File: config.mk
export PLATFORM = sky130hd
export DESIGN_NAME = lcd_sync_gen
export DESIGN_NICKNAME = d
export VERILOG_FILES = /design/src/rtl/lcd_tim_pkg.sv /design/src/rtl/lcd_tim_axis.sv /design/src/rtl/lcd_fb_addr.sv /design/src/rtl/lcd_done_flag.sv /design/src/rtl/lcd_sync_gen.sv
export SDC_FILE = /design/constraint.sdc
export NUM_CORES = 1
export LEC_CHECK = 0
export BUFFER_PORTS_ARGS = -buffer_cell sky130_fd_sc_hd__buf_2
export CAP_MARGIN = 10
export CORE_ASPECT_RATIO = 0.7
export CORE_MARGIN = 4
export CORE_UTILIZATION = 45
export DETAILED_ROUTE_END_ITERATION = 7
export PLACE_DENSITY = 0.74
export SYNTH_ARGS = -nofsm -noshare
export SYNTH_HDL_FRONTEND = slang
export SYNTH_SLANG_ARGS = --single-unit
File: constraint.sdc
create_clock -name clk -period 3.5 [get_ports clk]
set_input_delay 0.35 -clock clk [delete_from_list [all_inputs] [get_ports clk]]
set_output_delay 0.35 -clock clk [all_outputs]
set_load 0.01 [all_outputs]
File: src/rtl/lcd_tim_pkg.sv
package lcd_tim_pkg;
  parameter int unsigned CW = 12;

  typedef struct packed {
    logic [CW-1:0] total;
    logic [CW-1:0] sync_w;
    logic [CW-1:0] wait_c;
    logic [CW-1:0] active;
  } axis_cfg_t;
endpackage

File: src/rtl/lcd_tim_axis.sv
module lcd_tim_axis
  import lcd_tim_pkg::*;
(
  input  logic      clk,
  input  logic      rst_n,
  input  logic      run,
  input  logic      step,
  input  axis_cfg_t cfg,
  output logic      last,
  output logic      sync_act,
  output logic      win_act,
  output logic      win_last
);
  logic [CW-1:0] cnt;
  logic [CW:0]   cnt_nx;
  logic [CW:0]   win_end;

  always_comb begin
    cnt_nx   = {1'b0, cnt} + 1'b1;
    win_end  = {1'b0, cfg.wait_c} + {1'b0, cfg.active};
    last     = cnt_nx >= {1'b0, cfg.total};
    sync_act = cnt < cfg.sync_w;
    win_act  = (cnt >= cfg.wait_c) && ({1'b0, cnt} < win_end);
    win_last = (cfg.active != '0) && (cnt_nx == win_end);
  end

  always_ff @(posedge clk or negedge rst_n) begin
    if (!rst_n)      cnt <= '0;
    else if (!run)   cnt <= '0;
    else if (step)   cnt <= last ? '0 : cnt_nx[CW-1:0];
  end
endmodule

File: src/rtl/lcd_fb_addr.sv
module lcd_fb_addr #(
  parameter int unsigned AW = 32
) (
  input  logic          clk,
  input  logic          rst_n,
  input  logic          run,
  input  logic          frame_end,
  input  logic          wr,
  input  logic [AW-1:0] wdata,
  output logic [AW-1:0] cur
);
  logic [AW-1:0] nxt;

  always_ff @(posedge clk or negedge rst_n) begin
    if (!rst_n) begin
      nxt <= '0;
      cur <= '0;
    end else begin
      if (wr)                 nxt <= wdata;
      if (!run || frame_end)  cur <= nxt;
    end
  end
endmodule

File: src/rtl/lcd_done_flag.sv
module lcd_done_flag (
  input  logic clk,
  input  logic rst_n,
  input  logic set,
  input  logic clr,
  output logic flag
);
  always_ff @(posedge clk or negedge rst_n) begin
    if (!rst_n)   flag <= 1'b0;
    else if (set) flag <= 1'b1;
    else if (clr) flag <= 1'b0;
  end
endmodule

File: src/rtl/lcd_sync_gen.sv
module lcd_sync_gen
  import lcd_tim_pkg::*;
#(
  parameter int unsigned AW = 32
) (
  input  logic          clk,
  input  logic          rst_n,
  input  logic          run,
  input  logic          sync_en,
  input  logic          hs_act_hi,
  input  logic          vs_act_hi,
  input  logic          de_act_hi,
  input  logic [CW-1:0] h_total,
  input  logic [CW-1:0] h_sync_w,
  input  logic [CW-1:0] h_wait,
  input  logic [CW-1:0] h_active,
  input  logic [CW-1:0] v_total,
  input  logic [CW-1:0] v_sync_w,
  input  logic [CW-1:0] v_wait,
  input  logic [CW-1:0] v_active,
  input  logic          nxt_wr,
  input  logic [AW-1:0] nxt_addr,
  output logic [AW-1:0] cur_addr,
  input  logic          done_clr,
  output logic          done_irq,
  output logic          hsync_o,
  output logic          vsync_o,
  output logic          de_o
);
  localparam int unsigned NAX = 2;

  axis_cfg_t        cfg [NAX];
  logic [NAX-1:0]   step, last, sync_act, win_act, win_last;
  logic             frame_end, done_set;
  logic             hs_q, vs_q, de_q;

  assign cfg[0] = '{total: h_total, sync_w: h_sync_w, wait_c: h_wait, active: h_active};
  assign cfg[1] = '{total: v_total, sync_w: v_sync_w, wait_c: v_wait, active: v_active};
  assign step   = {last[0], 1'b1};

  for (genvar a = 0; a < NAX; a++) begin : g_axis
    lcd_tim_axis u_axis (
      .clk      (clk),
      .rst_n    (rst_n),
      .run      (run),
      .step     (step[a]),
      .cfg      (cfg[a]),
      .last     (last[a]),
      .sync_act (sync_act[a]),
      .win_act  (win_act[a]),
      .win_last (win_last[a])
    );
  end

  assign frame_end = run & last[0] & last[1];
  assign done_set  = run & last[0] & win_last[1];

  always_ff @(posedge clk or negedge rst_n) begin
    if (!rst_n) begin
      hs_q <= 1'b0;
      vs_q <= 1'b0;
      de_q <= 1'b0;
    end else begin
      hs_q <= run & sync_en & sync_act[0];
      vs_q <= run & sync_en & sync_act[1];
      de_q <= run & win_act[0] & win_act[1];
    end
  end

  assign hsync_o = hs_act_hi ? hs_q : ~hs_q;
  assign vsync_o = vs_act_hi ? vs_q : ~vs_q;
  assign de_o    = de_act_hi ? de_q : ~de_q;

  lcd_fb_addr #(.AW(AW)) u_addr (
    .clk       (clk),
    .rst_n     (rst_n),
    .run       (run),
    .frame_end (frame_end),
    .wr        (nxt_wr),
    .wdata     (nxt_addr),
    .cur       (cur_addr)
  );

  lcd_done_flag u_done (
    .clk   (clk),
    .rst_n (rst_n),
    .set   (done_set),
    .clr   (done_clr),
    .flag  (done_irq)
  );
endmodule

==> results of run 1 <==
## where the power goes
| group | internal (mW) | total, mW | switching [mW] |
|---|---|---|---|
| combinational | 0.462 | 0.862 | 0.400 |
| sequential | 1.19 | 1.27 | 0.0764 |
| clock | 0.557 | 0.968 | 0.411 |
## cell families after synthesis
family | after synthesis | synth area share (%)
AND/OR/NAND/NOR | 130 | 9.50
flip-flops | 92 | 31.5
XOR/XNOR | 55 | 7.39
adder cells (fa/ha/maj) | 121 | 20.9
AO/OA/AOI/OAI | 145 | 13.5
multiplexers | 64 | 11.4
buffers and inverters | 100 | 5.74
## per-stage QoR
stage / util (%) / std cells / power, mW / worst slack, ps / hold slack (ps)
after floorplan: - / 707 / 1.83 / 318 / 54.4
after global placement: 54.1 / 1086 / 2.13 / 84.5 / 480
after detailed placement: 54.1 / 1086 / 2.16 / -103 / 489
after CTS: 56.0 / 1101 / 3.14 / 120 / 207
after global routing: 56.1 / 1101 / 3.30 / 13.9 / 199
final: 56.1 / 1101 / 3.10 / 181 / 183
## layout make-up
| type | count | area (µm²) | share of cell area (%) |
|---|---|---|---|
| clock inverter | 6 | 72.6 | 0.825 |
| clock buffer | 9 | 225 | 2.56 |
| tap | 200 | 250 | 2.84 |
| timing repair buffer | 193 | 1030 | 11.7 |
| multi-input combinational | 515 | 4590 | 52.1 |
| inverter | 86 | 323 | 3.67 |
| sequential | 92 | 2310 | 26.2 |
## state kept, by name, indices dropped and copies added (netlist names)
signal and count:
u_addr.cur 32, u_addr.nxt 32, g_axis.u_axis.cnt 24, de_q 1, hs_q 1, u_done.flag 1
vs_q 1
## how the worst max path moves through the flow
stage,depth (start not counted),to,from
finish,14,u_addr.cur[5],g_axis[0].u_axis.cnt[1]
CTS,13,u_addr.cur[9],g_axis[0].u_axis.cnt[1]
global route,20,de_q,h_wait[0]
detailed placement,20,de_q,h_wait[0]
floorplan,14,de_q,v_wait[0]
global placement,14,de_q,v_wait[1]
## Yosys cell counts, drive strengths merged, types with 2 or more instances
cell,n
a21boi,2
buf,9
xnor2,20
nand4,6
a211oi,8
xnor3,2
a21o,29
nor3,8
o21a,12
o21bai,2
ha,119
o211ai,9
a221oi,2
fa,2
xor2,32
a21oi,27
and3,16
or2,3
mux2,64
clkbuf,5
and2,3
nor2b,6
a31oi,6
dfrtp,92
nand2b,10
and4,2
inv,86
nor3b,3
nor2,17
o21ai,31
a211o,5
o31ai,2
o22ai,2
nand3,13
nor4,5
o2111ai,2
nand2,35
## repair_timing
item,CTS,global route
endpoints found under the hold margin,0,0
gates resized for setup,0,7
endpoints found under the setup margin,0,43
## worst max-delay path, stage by stage (launching register included)
cell       delay (ps)
dfrtp_2           430
ha_1              230
nand4_1           190
buf_4             200
nor2_1            130
xor2_1            100
ha_1              200
a211o_1           310
a2111oi_2         220
o21a_1            190
o21a_1            160
nand2_1            80
and3_2            220
buf_12            190
mux2_4            320
## routing by layer
metal	share of wire (%)	wire (µm)
met1	51	8660
met3	4.9	831
met2	44	7410
met4	0.61	104
met5	0	0
==> impl_metrics.py, run 1 <==
metrics = {
    "worst_setup_path": {
        "cp-end-kind": "register",
        "reg2reg_from": "g_axis[0].u_axis.cnt[1]",
        "timing_worst_setup_path_type": "register to register",
        "arrival_ps": 3530,
        "critPathRequiredTime_ps": 3710,
        "ff2ff_setup_slack_ps": 180,
        "path_max_fanout": 32,
        "start_kind": "register",
        "r2r_cells": 14,
        "r2r-end": "u_addr.cur[5]",
    },
    "clocking": {
        "cts_hold_buf": 0,
        "worstSkewPairLatency_ps": 330,
        "htree_levels": 3,
        "cts_tree": "done",
        "cts_root_buf": "clkbuf_16",
        "post_cts_buffers": 0,
        "clk_pin_slew_worst_paths_ps": 70,
        "cts_buffers": 9,
        "clock_sinks": 92,
        "cts_buffer_depth": 2,
    },
    "yosys": {
        "syn_area_um2": 7300,
        "synth_area_leader_cell": "dfrtp_1",
        "synth_edf_count": 0,
        "synth_seq_cells": 92,
        "syn_area_per_cell_um2": 10.3,
        "yosys-top-cells-area": "dfrtp_1, ha_1, mux2_4",
        "yosysSeqAreaShare_pct": 31.5,
        "synth_cells": 707,
        "syn-num-nets": 965,
        "yosys.area.top_type_share_pct": 31.5,
        "ys_types": 60,
        "yosys_warnings": 0,
        "async_reset_ff_share_pct": 100,
        "ys.flop_type": "dfrtp_1",
    },
    "drt": {
        "drc": 0,
        "drtIter0Drc": 263,
        "drt_pass1_iterations": 4,
        "wl_per_cell_um": 15.5,
        "vias": 5719,
        "wl_um": 17000,
        "antenna_left": 0,
        "vias_per_cell": 5.19,
    },
    "timing": {
        "min_period_ps": 3320,
        "relSlewSlack_pct": 34.1,
        "tightest_slew_ps": 988,
        "hold_violations": 0,
        "finalCritPeriodShare_pct": 94.8,
        "slew_violations": 0,
        "rsz0062_at_grt": "false",
        "finalClockSkew_ps": 6.17,
        "fmax_mhz": 301,
        "tns_ps": 0,
        "setup_violations": 0,
    },
    "hold_path": {
        "hp-class": "input pin to async pin",
    },
    "layout": {
        "n_antenna_cell": 0,
        "drive_gt1_share_pct": 32.7,
        "mostFrequentLayoutCell": "buf_2",
        "nFillCells": 1413,
        "layout.nets": 1155,
        "layout_common_cells": "buf_2, ha_1, dfrtp_1, inv_1, nand2_1",
        "fin_area_um2": 8800,
        "syn2layout_area_growth_pct": 20.5,
    },
    "placed_design": {
        "dp_hpwl_um": 14000,
        "placed_cell_area_um2": 8490,
        "portBuffers": 172,
        "gp_congestion": 0.852,
    },
    "floorplan": {
        "die_x_um": 160,
        "die_area_um2": 18400,
        "num_io_pins": 173,
        "start_util_pct": 46.5,
        "fp.dieH_um": 115,
        "rows": 38,
        "fp.coreArea_um2": 15700,
    },
    "pwr": {
        "p_leak_nw": 4.90,
        "power.density_nw_per_um2": 352,
        "peakVddDrop_mv": 0.248,
    },
    "grt": {
        "antenna_found_initial": 0,
        "top_usage_layer": "met2",
        "gr-usage-all-layers_pct": 18.7,
        "grt_pass1_vias": 5818,
        "grt_util_met1_pct": 26.9,
        "gr-usage-met3_pct": 3.38,
        "grt_pass1_wl_um": 28300,
        "grt_max_degree": 81,
        "met2_usage_pct": 30.3,
        "overflow": 0,
    },
    "outcome": {
        "outcome": "finished, final reports clean",
    },
    "job": {
        "drv_cap": 0,
    },
}
(Power assumes the default switching activity.)
==> run 2, diff against run 1 <==
==> constraint.sdc (replaced) <==
create_clock -name clk -period 3.6 [get_ports clk]
set_input_delay 0.9 -clock clk [delete_from_list [all_inputs] [get_ports clk]]
set_output_delay 0.9 -clock clk [all_outputs]
set_load 0.01 [all_outputs]
==> run 2 against run 1 <==
Against the previous run: flip-flop and latch count stayed put; die area stayed put; largest power group unchanged; sequential share of layout area is 1.4 points lower; utilization is 3.0 points higher; sequential power hardly changed; highest routed layer is now met5; register-to-register slack better by 50 ps; design area is 5.4% higher; largest cell class unchanged; global-route usage is 0.21 points higher; final cell count is 3.3% higher.
==> impl_metrics.py, run 2 (synthesis gave the netlist of run 1 again) <==
metrics = {
    "clocking": {
        "clock_sinks": 92,
        "cts_buffers": 9,
        "clk_pin_slew_worst_paths_ps": 70,
        "cts_root_buf": "clkbuf_16",
        "cts_tree": "done",
        "htree_levels": 3,
        "cts_buffer_depth": 2,
        "worstSkewPairLatency_ps": 340,
    },
    "timing": {
        "slew_violations": 0,
        "setup_violations": 0,
        "fmax_mhz": 285,
        "finalCritPeriodShare_pct": 97.5,
        "rsz0062_at_grt": "true",
        "hold_violations": 0,
        "min_period_ps": 3510,
        "tightest_slew_ps": 956,
        "finalHoldWorstSlack_ps": 495,
        "finalClockSkew_ps": 7.37,
        "tns_ps": 0,
        "relSlewSlack_pct": 36.3,
    },
    "worst_setup_path": {
        "timing_worst_setup_path_type": "input pin to register",
        "ff2ff_setup_slack_ps": 230,
        "r2r-end": "u_addr.cur[31]",
        "arrival_ps": 3760,
        "critPathRequiredTime_ps": 3850,
        "reg2reg_from": "g_axis[1].u_axis.cnt[0]",
        "start_kind": "input pin",
        "r2r_cells": 12,
        "path_max_fanout": 5,
        "cp-end-kind": "register",
    },
    "hold_path": {
        "min_from": "u_addr.nxt[17]",
        "hp-class": "register to register",
        "min_path_cells": 1,
        "worstHoldEndpoint": "u_addr.cur[17]",
    },
    "layout": {
        "top_regs": "u_addr.cur (32), u_addr.nxt (32), g_axis.u_axis.cnt (24)",
        "syn2layout_area_growth_pct": 27.0,
        "drive_gt1_share_pct": 38.1,
        "multi_input_area_um2": 4760,
        "final_util_pct": 59.1,
        "n_antenna_cell": 0,
        "layout_common_cells": "buf_2, ha_1, dfrtp_1, inv_1, buf_4",
        "nFillCells": 1365,
        "layout.nets": 1191,
        "fin_area_um2": 9270,
        "regArea_um2": 2300,
        "mostFrequentLayoutCell": "buf_2",
    },
    "floorplan": {
        "fp.coreArea_um2": 15700,
        "die_area_um2": 18400,
        "fp.dieH_um": 115,
        "start_util_pct": 46.5,
        "num_io_pins": 173,
        "rows": 38,
        "die_x_um": 160,
    },
    "drt": {
        "drtIter0Drc": 336,
        "vias": 5943,
        "wl_um": 17700,
        "wl_per_cell_um": 15.6,
        "antenna_left": 0,
        "vias_per_cell": 5.23,
        "drc": 0,
        "drt_pass1_iterations": 4,
    },
    "placed_design": {
        "dp_hpwl_um": 14400,
        "gp_congestion": 0.864,
        "placed_cell_area_um2": 8770,
        "portBuffers": 172,
    },
    "grt": {
        "grt_pass1_wl_um": 28400,
        "gr-usage-all-layers_pct": 18.9,
        "overflow": 0,
        "grt_pass1_vias": 5806,
        "antenna_found_initial": 2,
        "grt_max_degree": 80,
    },
    "pwr": {
        "peakVddDrop_mv": 0.221,
        "p_leak_nw": 5.11,
        "power.density_nw_per_um2": 336,
    },
    "job": {
        "drv_cap": 0,
    },
    "outcome": {
        "outcome": "finished, final reports clean",
    },
}
==> run 2: layer usage <==
layer  wire length [µm]  GRT usage, %  share of wire (%)  vias to the layer above
met5                 27             0               0.15                        -
met4                165          3.72               0.93                        4
met3               1030          4.50                5.8                       19
met2               7230          28.2                 41                      179
met1               9250          28.1                 52                     2782
li1                   -             -                  -                     2959
==> run 2: critical path, cell delays in order <==
cell and delay, ps:
buf_2 110, ha_1 370, a21oi_2 220, o21ai_2 90, a21o_1 200, a21oi_2 140
xor2_1 210, ha_1 280, a21o_1 190, a211oi_2 210, nand4b_1 160, a221oi_2 280
o21ai_2 130, nor4bb_4 280
==> run 2: power breakdown <==
group,total (mW),switching (mW),internal [mW]
Sequential,1.24,0.0762,1.16
Clock,0.949,0.408,0.542
Combinational,0.928,0.416,0.512
Total,3.12,0.900,2.22
==> run 2: worst max path at each step <==
stage,from,endpoint,slack (ps),depth (start not counted)
detailed placement,h_wait[0],de_q,-500,20
global route,v_wait[4],de_q,-100,14
CTS,h_wait[0],de_q,4,20
global placement,h_wait[0],de_q,-300,19
floorplan,h_wait[0],de_q,1,18
finish,v_wait[4],de_q,90,14
==> run 2: cell type report <==
| cell class | count | area share (%) |
|---|---|---|
| clock buffers | 9 | 2.43 |
| flip-flops and latches | 92 | 24.9 |
| repair buffers | 229 | 14.4 |
| inverters | 86 | 3.48 |
| clock inverters | 6 | 0.783 |
| well taps | 200 | 2.70 |
| multi-input cells | 515 | 51.4 |
==> run 2: what timing repair did <==
| item | in CTS | in global routing |
|---|---|---|
| hold buffers | 0 | 0 |
| endpoints found under the setup margin | 1 | 33 |
| setup buffers | 1 | 4 |
| pin swaps | 4 | 33 |
| gates resized for setup | 2 | 40 |
==> run 2: through the flow <==
stage	power [mW]	setup slack, ps	instances
floorplan	1.78	1.40	707
global placement	2.12	-302	1117
detailed placement	2.15	-495	1117
CTS	3.12	3.52	1133
global route	3.30	-98.4	1137
finish	3.12	89.6	1137
